==> config.mk <==
export PLATFORM = sky130hd
export DESIGN_NAME = dual_edge_capture
export DESIGN_NICKNAME = d
export VERILOG_FILES = /design/src/rtl/capt_pkg.sv /design/src/rtl/capt_edge_qual.sv /design/src/rtl/capt_seq.sv /design/src/rtl/capt_slots.sv /design/src/rtl/dual_edge_capture.sv
export SDC_FILE = /design/constraint.sdc
export NUM_CORES = 1
export LEC_CHECK = 0
export CORE_AREA = 2 2 112 114
export CTS_CLUSTER_DIAMETER = 60
export DETAILED_ROUTE_END_ITERATION = 10
export DIE_AREA = 0 0 114 116
export SETUP_SLACK_MARGIN = 0.1
export SLEW_MARGIN = 20
export SYNTH_ARGS = -nofsm -noshare
export SYNTH_HDL_FRONTEND = slang
export SYNTH_SLANG_ARGS = --single-unit
==> constraint.sdc <==
create_clock -name clk -period 2.33 [get_ports clk]
set_input_delay 0.466 -clock clk [delete_from_list [all_inputs] [get_ports clk]]
set_output_delay 0.466 -clock clk [all_outputs]
set_load 0.01 [all_outputs]
==> src/rtl/capt_pkg.sv <==
package capt_pkg;

  typedef enum logic [1:0] {
    CM_OFF  = 2'd0,
    CM_RISE = 2'd1,
    CM_FALL = 2'd2,
    CM_BOTH = 2'd3
  } cap_mode_e;

  localparam int unsigned NUM_SLOTS = 2;
  localparam int unsigned FILL_W    = $clog2(NUM_SLOTS + 1);

endpackage

==> src/rtl/capt_edge_qual.sv <==
module capt_edge_qual
  import capt_pkg::*;
(
  input  logic      clk,
  input  logic      rst_n,
  input  logic      pin_lvl,
  input  logic      pin_is_input,
  input  cap_mode_e mode,
  output logic      hit
);

  logic prev_q;
  logic prev_d;
  logic rise;
  logic fall;
  logic edge_ok;

  // the previous level is tracked every cycle, whatever the mode
  always_comb begin
    prev_d = pin_lvl;
  end

  always_ff @(posedge clk or negedge rst_n) begin
    if (!rst_n) begin
      prev_q <= 1'b0;
    end else begin
      prev_q <= prev_d;
    end
  end

  always_comb begin
    rise = pin_lvl & ~prev_q;
    fall = ~pin_lvl & prev_q;
    unique case (mode)
      CM_RISE: edge_ok = rise;
      CM_FALL: edge_ok = fall;
      CM_BOTH: edge_ok = rise | fall;
      default: edge_ok = 1'b0;
    endcase
    hit = edge_ok & pin_is_input;
  end

  // in off mode no edge qualifies
  p_off_no_hit_r1: assert property (@(posedge clk) disable iff (!rst_n)
    (mode == CM_OFF) |-> !hit);

  // a hit needs a level change since the last sample
  p_hit_needs_change_r1: assert property (@(posedge clk) disable iff (!rst_n)
    hit |-> (pin_lvl != prev_q));

endmodule

==> src/rtl/capt_seq.sv <==
module capt_seq
  import capt_pkg::*;
(
  input  logic                 clk,
  input  logic                 rst_n,
  input  logic                 hit,
  input  cap_mode_e            mode,
  input  logic                 rearm_clr,
  input  logic                 second_sel,
  output logic [NUM_SLOTS-1:0] wr_en,
  output logic                 event_q
);

  localparam logic [FILL_W-1:0] FULL = FILL_W'(NUM_SLOTS);

  logic [FILL_W-1:0] fill_q;
  logic [FILL_W-1:0] fill_d;
  cap_mode_e         mode_prev_q;
  cap_mode_e         mode_prev_d;
  logic              event_d;
  logic              arm_on_mode;
  logic              rearm;
  logic              accept;

  always_comb begin
    arm_on_mode = (mode_prev_q == CM_OFF) && (mode != CM_OFF);
    rearm       = rearm_clr | arm_on_mode;
    accept      = hit && !rearm && (fill_q < FULL);
    fill_d      = fill_q;
    if (rearm) begin
      fill_d = '0;
    end else if (accept) begin
      fill_d = fill_q + FILL_W'(1);
    end
    mode_prev_d = mode;
    event_d     = accept && (fill_q == FILL_W'(second_sel));
  end

  for (genvar i = 0; i < NUM_SLOTS; i++) begin : g_wr
    assign wr_en[i] = accept && (fill_q == FILL_W'(i));
  end

  always_ff @(posedge clk or negedge rst_n) begin
    if (!rst_n) begin
      fill_q      <= '0;
      mode_prev_q <= CM_OFF;
      event_q     <= 1'b0;
    end else begin
      fill_q      <= fill_d;
      mode_prev_q <= mode_prev_d;
      event_q     <= event_d;
    end
  end

  p_fill_bound_r4: assert property (@(posedge clk) disable iff (!rst_n)
    fill_q <= FULL);

  p_full_hold_r4: assert property (@(posedge clk) disable iff (!rst_n)
    (fill_q == FULL && !rearm) |=> (fill_q == FULL));

  p_clear_rearm_r6: assert property (@(posedge clk) disable iff (!rst_n)
    rearm_clr |=> (fill_q == '0));

  p_mode_rearm_r7: assert property (@(posedge clk) disable iff (!rst_n)
    arm_on_mode |=> (fill_q == '0));

  p_wr_onehot_r3: assert property (@(posedge clk) disable iff (!rst_n)
    $onehot0(wr_en));

  p_event_slot_r5: assert property (@(posedge clk) disable iff (!rst_n)
    event_q |-> (fill_q == ($past(second_sel) ? FILL_W'(2) : FILL_W'(1))));

endmodule

==> src/rtl/capt_slots.sv <==
module capt_slots
  import capt_pkg::*;
#(
  parameter int unsigned CNT_W = 32
) (
  input  logic                            clk,
  input  logic                            rst_n,
  input  logic [NUM_SLOTS-1:0]            wr_en,
  input  logic [CNT_W-1:0]                count_in,
  output logic [NUM_SLOTS-1:0][CNT_W-1:0] slot_q
);

  for (genvar i = 0; i < NUM_SLOTS; i++) begin : g_slot
    logic [CNT_W-1:0] val_d;

    always_comb begin
      val_d = wr_en[i] ? count_in : slot_q[i];
    end

    always_ff @(posedge clk or negedge rst_n) begin
      if (!rst_n) begin
        slot_q[i] <= '0;
      end else begin
        slot_q[i] <= val_d;
      end
    end

    // a slot only moves when its write enable was set
    p_slot_hold_r4: assert property (@(posedge clk) disable iff (!rst_n)
      !wr_en[i] |=> $stable(slot_q[i]));
  end

endmodule

==> src/rtl/dual_edge_capture.sv <==
module dual_edge_capture
  import capt_pkg::*;
#(
  parameter int unsigned CNT_W = 32
) (
  input  logic             clk,
  input  logic             rst_n,
  input  logic             pin_lvl,
  input  logic             pin_is_input,
  input  logic [1:0]       mode_sel,
  input  logic             second_sel,
  input  logic             rearm_clr,
  input  logic [CNT_W-1:0] count_in,
  output logic [CNT_W-1:0] cap_a,
  output logic [CNT_W-1:0] cap_b,
  output logic             cap_event
);

  cap_mode_e                       mode;
  logic                            hit;
  logic [NUM_SLOTS-1:0]            wr_en;
  logic [NUM_SLOTS-1:0][CNT_W-1:0] slot_q;

  assign mode = cap_mode_e'(mode_sel);

  capt_edge_qual u_qual (
    .clk          (clk),
    .rst_n        (rst_n),
    .pin_lvl      (pin_lvl),
    .pin_is_input (pin_is_input),
    .mode         (mode),
    .hit          (hit)
  );

  capt_seq u_seq (
    .clk        (clk),
    .rst_n      (rst_n),
    .hit        (hit),
    .mode       (mode),
    .rearm_clr  (rearm_clr),
    .second_sel (second_sel),
    .wr_en      (wr_en),
    .event_q    (cap_event)
  );

  capt_slots #(.CNT_W(CNT_W)) u_slots (
    .clk      (clk),
    .rst_n    (rst_n),
    .wr_en    (wr_en),
    .count_in (count_in),
    .slot_q   (slot_q)
  );

  assign cap_a = slot_q[0];
  assign cap_b = slot_q[1];

  p_dir_gate_r2: assert property (@(posedge clk) disable iff (!rst_n)
    !pin_is_input |=> ($stable(cap_a) && $stable(cap_b) && !cap_event));

  p_rearm_drop_r8: assert property (@(posedge clk) disable iff (!rst_n)
    rearm_clr |=> ($stable(cap_a) && $stable(cap_b) && !cap_event));

endmodule

==> results of run 1 <==
==> per-stage QoR <==
| stage | instance area, µm² | hold WS, ns | setup WS, ns | total power [W] |
|---|---|---|---|---|
| after floorplan | 2690 | 0.170 | 0.245 | 0.00207 |
| after global placement | 3970 | 0.475 | -0.289 | 0.00286 |
| after detailed placement | 3970 | 0.481 | -0.314 | 0.00288 |
| after CTS | 4320 | 0.142 | 0.0818 | 0.00442 |
| after global routing | 4420 | 0.164 | 0.0972 | 0.00458 |
| final | 4420 | 0.131 | 0.182 | 0.00435 |
==> layout make-up <==
class / instances / area, µm²
Tap cell: 147 / 184
Sequential cell: 70 / 1750
Clock inverter: 3 / 65.1
Multi-Input combinational cell: 84 / 912
Clock buffer: 13 / 270
Inverter: 4 / 15.0
Fill cell: 1144 / 7490
Timing Repair Buffer: 117 / 1220
==> final timing paths <==
check / depth (start not counted) / endpoint / slack [ns] / start
max reg2reg: 6 / u_slots.slot_q[23]$_DFFE_PN0P_ / 0.30 / u_qual.prev_q$_DFF_PN0_
min reg2reg: 1 / u_slots.slot_q[48]$_DFFE_PN0P_ / 0.49 / u_slots.slot_q[48]$_DFFE_PN0P_
max: 6 / u_slots.slot_q[23]$_DFFE_PN0P_ / 0.18 / mode_sel[0]
min in group clk: 2 / u_qual.prev_q$_DFF_PN0_ / 0.40 / pin_lvl
max in group asynchronous: 2 / u_slots.slot_q[4]$_DFFE_PN0P_ / 1.58 / rst_n
min: 1 / u_slots.slot_q[59]$_DFFE_PN0P_ / 0.13 / rst_n
==> registers in the layout, summed over array words and instances (netlist names) <==
signal and count:
u_seq.event_q 1, u_slots.slot_q 64, u_qual.prev_q 1, u_seq.fill_q 2
u_seq.mode_prev_q 2
==> power by group through the flow <==
stage / registers, W / clock network (W) / logic [W]
global placement: 0.00171 / 0 / 0.00114
CTS: 0.00170 / 0.00155 / 0.00117
floorplan: 0.00183 / 0 / 0.000234
global route: 0.00174 / 0.00160 / 0.00125
detailed placement: 0.00171 / 0 / 0.00117
finish: 0.00169 / 0.00150 / 0.00117
==> cells by family after synthesis <==
kind of cell / share of synthesized area (%)
compound gates: 1.53
xor+xnor: 0.650
fa+ha+maj: 1.86
buf+inv: 1.67
flops: 65.0
mux: 26.8
simple gates: 2.51
==> what timing repair did <==
item,in CTS,in global routing
pin swaps,2,3
gates resized for setup,3,9
endpoints found under the hold margin,0,0
buffers inserted,0,1
cloned,0,2
setup endpoints to repair,64,64
==> critical path, stage by stage <==
cell	delay, ns
clkdlybuf4s50_1	0.50
nand2b_1	0.22
a311oi_4	0.40
nand3_4	0.22
clkbuf_16	0.23
mux2_1	0.31
==> layout by cell type (no fill, tap or decap), drive strengths merged <==
cell	instances
clkdlybuf4s50	102
dfrtp	70
mux2	64
clkbuf	15
buf	12
inv	4
ha	4
a21oi	3
nand2b	3
xnor2	2
bufinv	2
nand3	2
a311oi	1
nor2	1
or2	1
and3	1
and2	1
nor2b	1
clkinv	1
dlymetal6s2s	1
==> layer usage <==
| layer | vias up | global-route usage (%) |
|---|---|---|
| li1 | 814 | - |
| met1 | 878 | 11.7 |
| met2 | 51 | 16.6 |
| met3 | 5 | 3.29 |
| met4 | 0 | 3.90 |
| met5 | - | 0 |
==> impl_metrics.env, run 1 <==
export IMPL_status="completed"
export IMPL_switchingPower_w=0.00106
export IMPL_clock_sinks=70
export IMPL_clock_skew_final_ns=0.00279
export IMPL_route_detailed_drc=0
export IMPL_firstDrtPassIters=2
export IMPL_cts_root_buf="clkbuf_16"
export IMPL_final_core_util_pct=37.1
export IMPL_netlist_top_cells_area="dfrtp_1, mux2_1, ha_1"
export IMPL_ys_seq_area_share_pct=65.0
export IMPL_gp_congestion=0.679
export IMPL_fin_crit_sh_pct=92.2
export IMPL_wl_met1_mm=2.73
export IMPL_synth_warnings=0
export IMPL_rsz0062_at_grt="no"
export IMPL_rows=40
export IMPL_power_frac_clock_pct=34.4
export IMPL_io_pins=105
export IMPL_grt_max_degree=33
export IMPL_dp_cells=419
export IMPL_synth_top_area_cell="dfrtp_1"
export IMPL_wirelength_mm=6.33
export IMPL_die_h_um=116
export IMPL_die_area_um2=13200
export IMPL_clock_latency_ns=0.32
export IMPL_h_tree_depth=3
export IMPL_slew_headroom_pct=63.1
export IMPL_period_needed_ns=2.15
export IMPL_fp_dieW_um=114
export IMPL_ys_seq_elements=70
export IMPL_cts_buffer_depth=2
export IMPL_crit_type="in2reg"
export IMPL_antenna_found_initial=0
export IMPL_hp_class="in2async"
export IMPL_start_util_pct=22.6
export IMPL_synth_ff_type="dfrtp_1"
export IMPL_p_comb_share_pct=26.8
export IMPL_overflow=0
export IMPL_worst_pin_slew_ns=0.554
export IMPL_crit_path_start_kind="primary input"
export IMPL_synth_edf_count=0
export IMPL_grt_pass1_wl_mm=10.1
export IMPL_wl_met2_mm=3.17
export IMPL_switching_share_pct=24.3
export IMPL_async_flop_share_pct=100
export IMPL_syn_to_final_growth_pct=64.0
export IMPL_cp_arrival_ns=2.35
export IMPL_hold_viol=0
export IMPL_critPathRequiredTime_ns=2.53
export IMPL_synth_area_per_cell_um2=16.4
export IMPL_core_um2=11900
export IMPL_critPathCaptureType="flop"
export IMPL_fin_tns_setup_ns=0
export IMPL_synth_most_common_cell="dfrtp_1"
export IMPL_dp_hpwl_mm=4.49
export IMPL_drtIter0Drc=27
export IMPL_drive_gt1_share_pct=11.3
export IMPL_ir_drop_mv=0.335
export IMPL_ys_types=15
export IMPL_pwr_share_seq_pct=38.8
export IMPL_synth_cells=164
export IMPL_cts_buffers_inserted=9
export IMPL_power_density_nw_per_um2=986
export IMPL_crit_fanout=8
export IMPL_synthTopCellsByCount="dfrtp_1, mux2_1, buf_2, ha_1, inv_1"
export IMPL_leakage_nw=1.97
export IMPL_fmax_mhz=466
export IMPL_max_cap_violations=0
export IMPL_met3WireLength_um=359
export IMPL_clk_transition_reported_paths_ns=0.05
export IMPL_io_buffers=104
export IMPL_synth_area_um2=2690
export IMPL_grt_total_usage_pct=9.88
export IMPL_syn_num_nets=208
export IMPL_routed_via_count=1748
export IMPL_drtAntennaViolNets=0
export IMPL_drv_slew=0
export IMPL_synth_top_area_share_pct=65.0
export IMPL_fin_cells=438
export IMPL_power_internal_w=0.00330
export IMPL_routed_top_layer="met4"
export IMPL_grt_pass1_vias=1989
export IMPL_wl_per_cell_um=14.5
export IMPL_fin_nets=330
export IMPL_setup_viol=0
export IMPL_vias_per_cell=3.99
export IMPL_postCtsHoldBufs=0
export IMPL_antennaDiodeCount=0
export IMPL_cts_tree="built"
No activity file was read; power rests on OpenSTA's default activity.
==> inputs of run 2 (changes only) <==
Settings changed: MAX_ROUTING_LAYER from default to met4.
==> impl_metrics.env, run 2 (synthesized netlist as in run 1, its figures left out) <==
export IMPL_status="completed"
export IMPL_clock_skew_final_ns=0.00263
export IMPL_grt_pass1_wl_mm=10.1
export IMPL_leakage_nw=1.97
export IMPL_holdWs_ns=0.131
export IMPL_period_needed_ns=2.15
export IMPL_max_cap_violations=0
export IMPL_die_h_um=116
export IMPL_rsz0062_at_grt="no"
export IMPL_postCtsHoldBufs=0
export IMPL_hold_viol=0
export IMPL_overflow=0
export IMPL_postLayoutSetupSlackWorst_ns=0.182
export IMPL_die_area_um2=13200
export IMPL_layout_commonest_cell="clkdlybuf4s50_1"
export IMPL_slew_headroom_pct=63.1
export IMPL_antenna_found_initial=0
export IMPL_antennaDiodeCount=0
export IMPL_largest_register="u_slots.slot_q"
export IMPL_power_total_w=0.00435
export IMPL_place_area_um2=3970
export IMPL_place_ws_ns=-0.314
export IMPL_wl_per_cell_um=14.5
export IMPL_drive_gt1_share_pct=11.3
export IMPL_critPathCaptureType="flop"
export IMPL_drtIter0Drc=37
export IMPL_cts_buffer_depth=2
export IMPL_largest_reg_flops=64
export IMPL_drtAntennaViolNets=0
export IMPL_ir_drop_mv=0.335
export IMPL_firstDrtPassIters=2
export IMPL_grt_total_usage_pct=10.2
export IMPL_h_tree_depth=3
export IMPL_crit_type="in2reg"
export IMPL_grt_pass1_vias=1989
export IMPL_fp_dieW_um=114
export IMPL_start_util_pct=22.6
export IMPL_reg_top3="u_slots.slot_q (64), u_seq.fill_q (2), u_seq.mode_prev_q (2)"
export IMPL_drv_slew=0
export IMPL_cp_arrival_ns=2.35
export IMPL_io_buffers=104
export IMPL_cts_root_buf="clkbuf_16"
export IMPL_route_detailed_drc=0
export IMPL_io_pins=105
export IMPL_crit_path_start_kind="primary input"
export IMPL_core_um2=11900
export IMPL_dp_hpwl_mm=4.49
export IMPL_finish_instance_area_um2=4420
export IMPL_wirelength_mm=6.33
export IMPL_rows=40
export IMPL_critPathRequiredTime_ns=2.53
export IMPL_worst_pin_slew_ns=0.554
export IMPL_vias_per_cell=4.00
export IMPL_fin_nets=330
export IMPL_hp_class="in2async"
export IMPL_crit_fanout=8
export IMPL_clock_latency_ns=0.32
export IMPL_clk_transition_reported_paths_ns=0.05
export IMPL_routed_via_count=1751
export IMPL_final_cell_mix="clkdlybuf4s50_1, dfrtp_1, mux2_1"
export IMPL_grt_max_degree=33
export IMPL_cts_tree="built"
export IMPL_gp_congestion=0.686
export IMPL_setup_viol=0
export IMPL_fin_crit_sh_pct=92.2
export IMPL_syn_to_final_growth_pct=64.0
export IMPL_cts_buffers_inserted=9
export IMPL_fmax_mhz=466
export IMPL_clock_sinks=70
export IMPL_power_density_nw_per_um2=986
[run 2: worst max-delay path: stages]
cell and delay, ns:
clkdlybuf4s50_1 0.50, nand2b_1 0.22, a311oi_4 0.40, nand3_4 0.22, clkbuf_16 0.23, mux2_1 0.31
[run 2: final timing paths]
| path | cells past startpoint | end | slack (ns) | from |
|---|---|---|---|---|
| hold / removal | 1 | u_slots.slot_q[59]$_DFFE_PN0P_ | 0.13 | rst_n |
| hold reg to reg | 1 | u_slots.slot_q[48]$_DFFE_PN0P_ | 0.49 | u_slots.slot_q[48]$_DFFE_PN0P_ |
| max in group asynchronous | 2 | u_slots.slot_q[4]$_DFFE_PN0P_ | 1.58 | rst_n |
| min in group clk | 2 | u_qual.prev_q$_DFF_PN0_ | 0.40 | pin_lvl |
| setup / recovery | 6 | u_slots.slot_q[23]$_DFFE_PN0P_ | 0.18 | mode_sel[0] |
| setup reg to reg | 6 | u_slots.slot_q[23]$_DFFE_PN0P_ | 0.30 | u_qual.prev_q$_DFF_PN0_ |
[run 2: per-layer routing]
layer	GRT usage (%)	wire [µm]	up-vias
met5	-	0	-
met4	3.90	44	0
met3	3.24	358	5
met2	16.7	3200	53
met1	11.7	2730	879
li1	-	-	814
[run 2: cell type report]
cell class              count  area, µm²
clock buffers              13        270
multi-input cells          84        912
flip-flops and latches     70       1750
inverters                   4       15.0
repair buffers            117       1220
well taps                 147        184
fillers                  1144       7490
clock inverters             3       65.1
[run 2: metrics by stage]
step / setup TNS [ns] / util [%] / instances
finish: 0 / 37.1 / 438
global route: 0 / 37.1 / 438
CTS: 0 / 36.3 / 435
detailed placement: -18.23 / 33.3 / 419
global placement: -17.33 / 33.3 / 419
floorplan: 0 / - / 164
[run 2: what timing repair did]
item,4_1_cts,5_1_grt
cloned,0,2
endpoints found under the setup margin,64,64
resized for setup,3,9
pin swaps,2,3
setup buffers,0,1
[run 2: where the power goes]
part           total, W  switching (W)  internal [W]  leakage (nW)
clock network   0.00150       0.000475       0.00102         0.166
registers       0.00169       0.000167       0.00152         0.885
logic           0.00117       0.000417      0.000749         0.922
total           0.00435        0.00106       0.00330          1.97
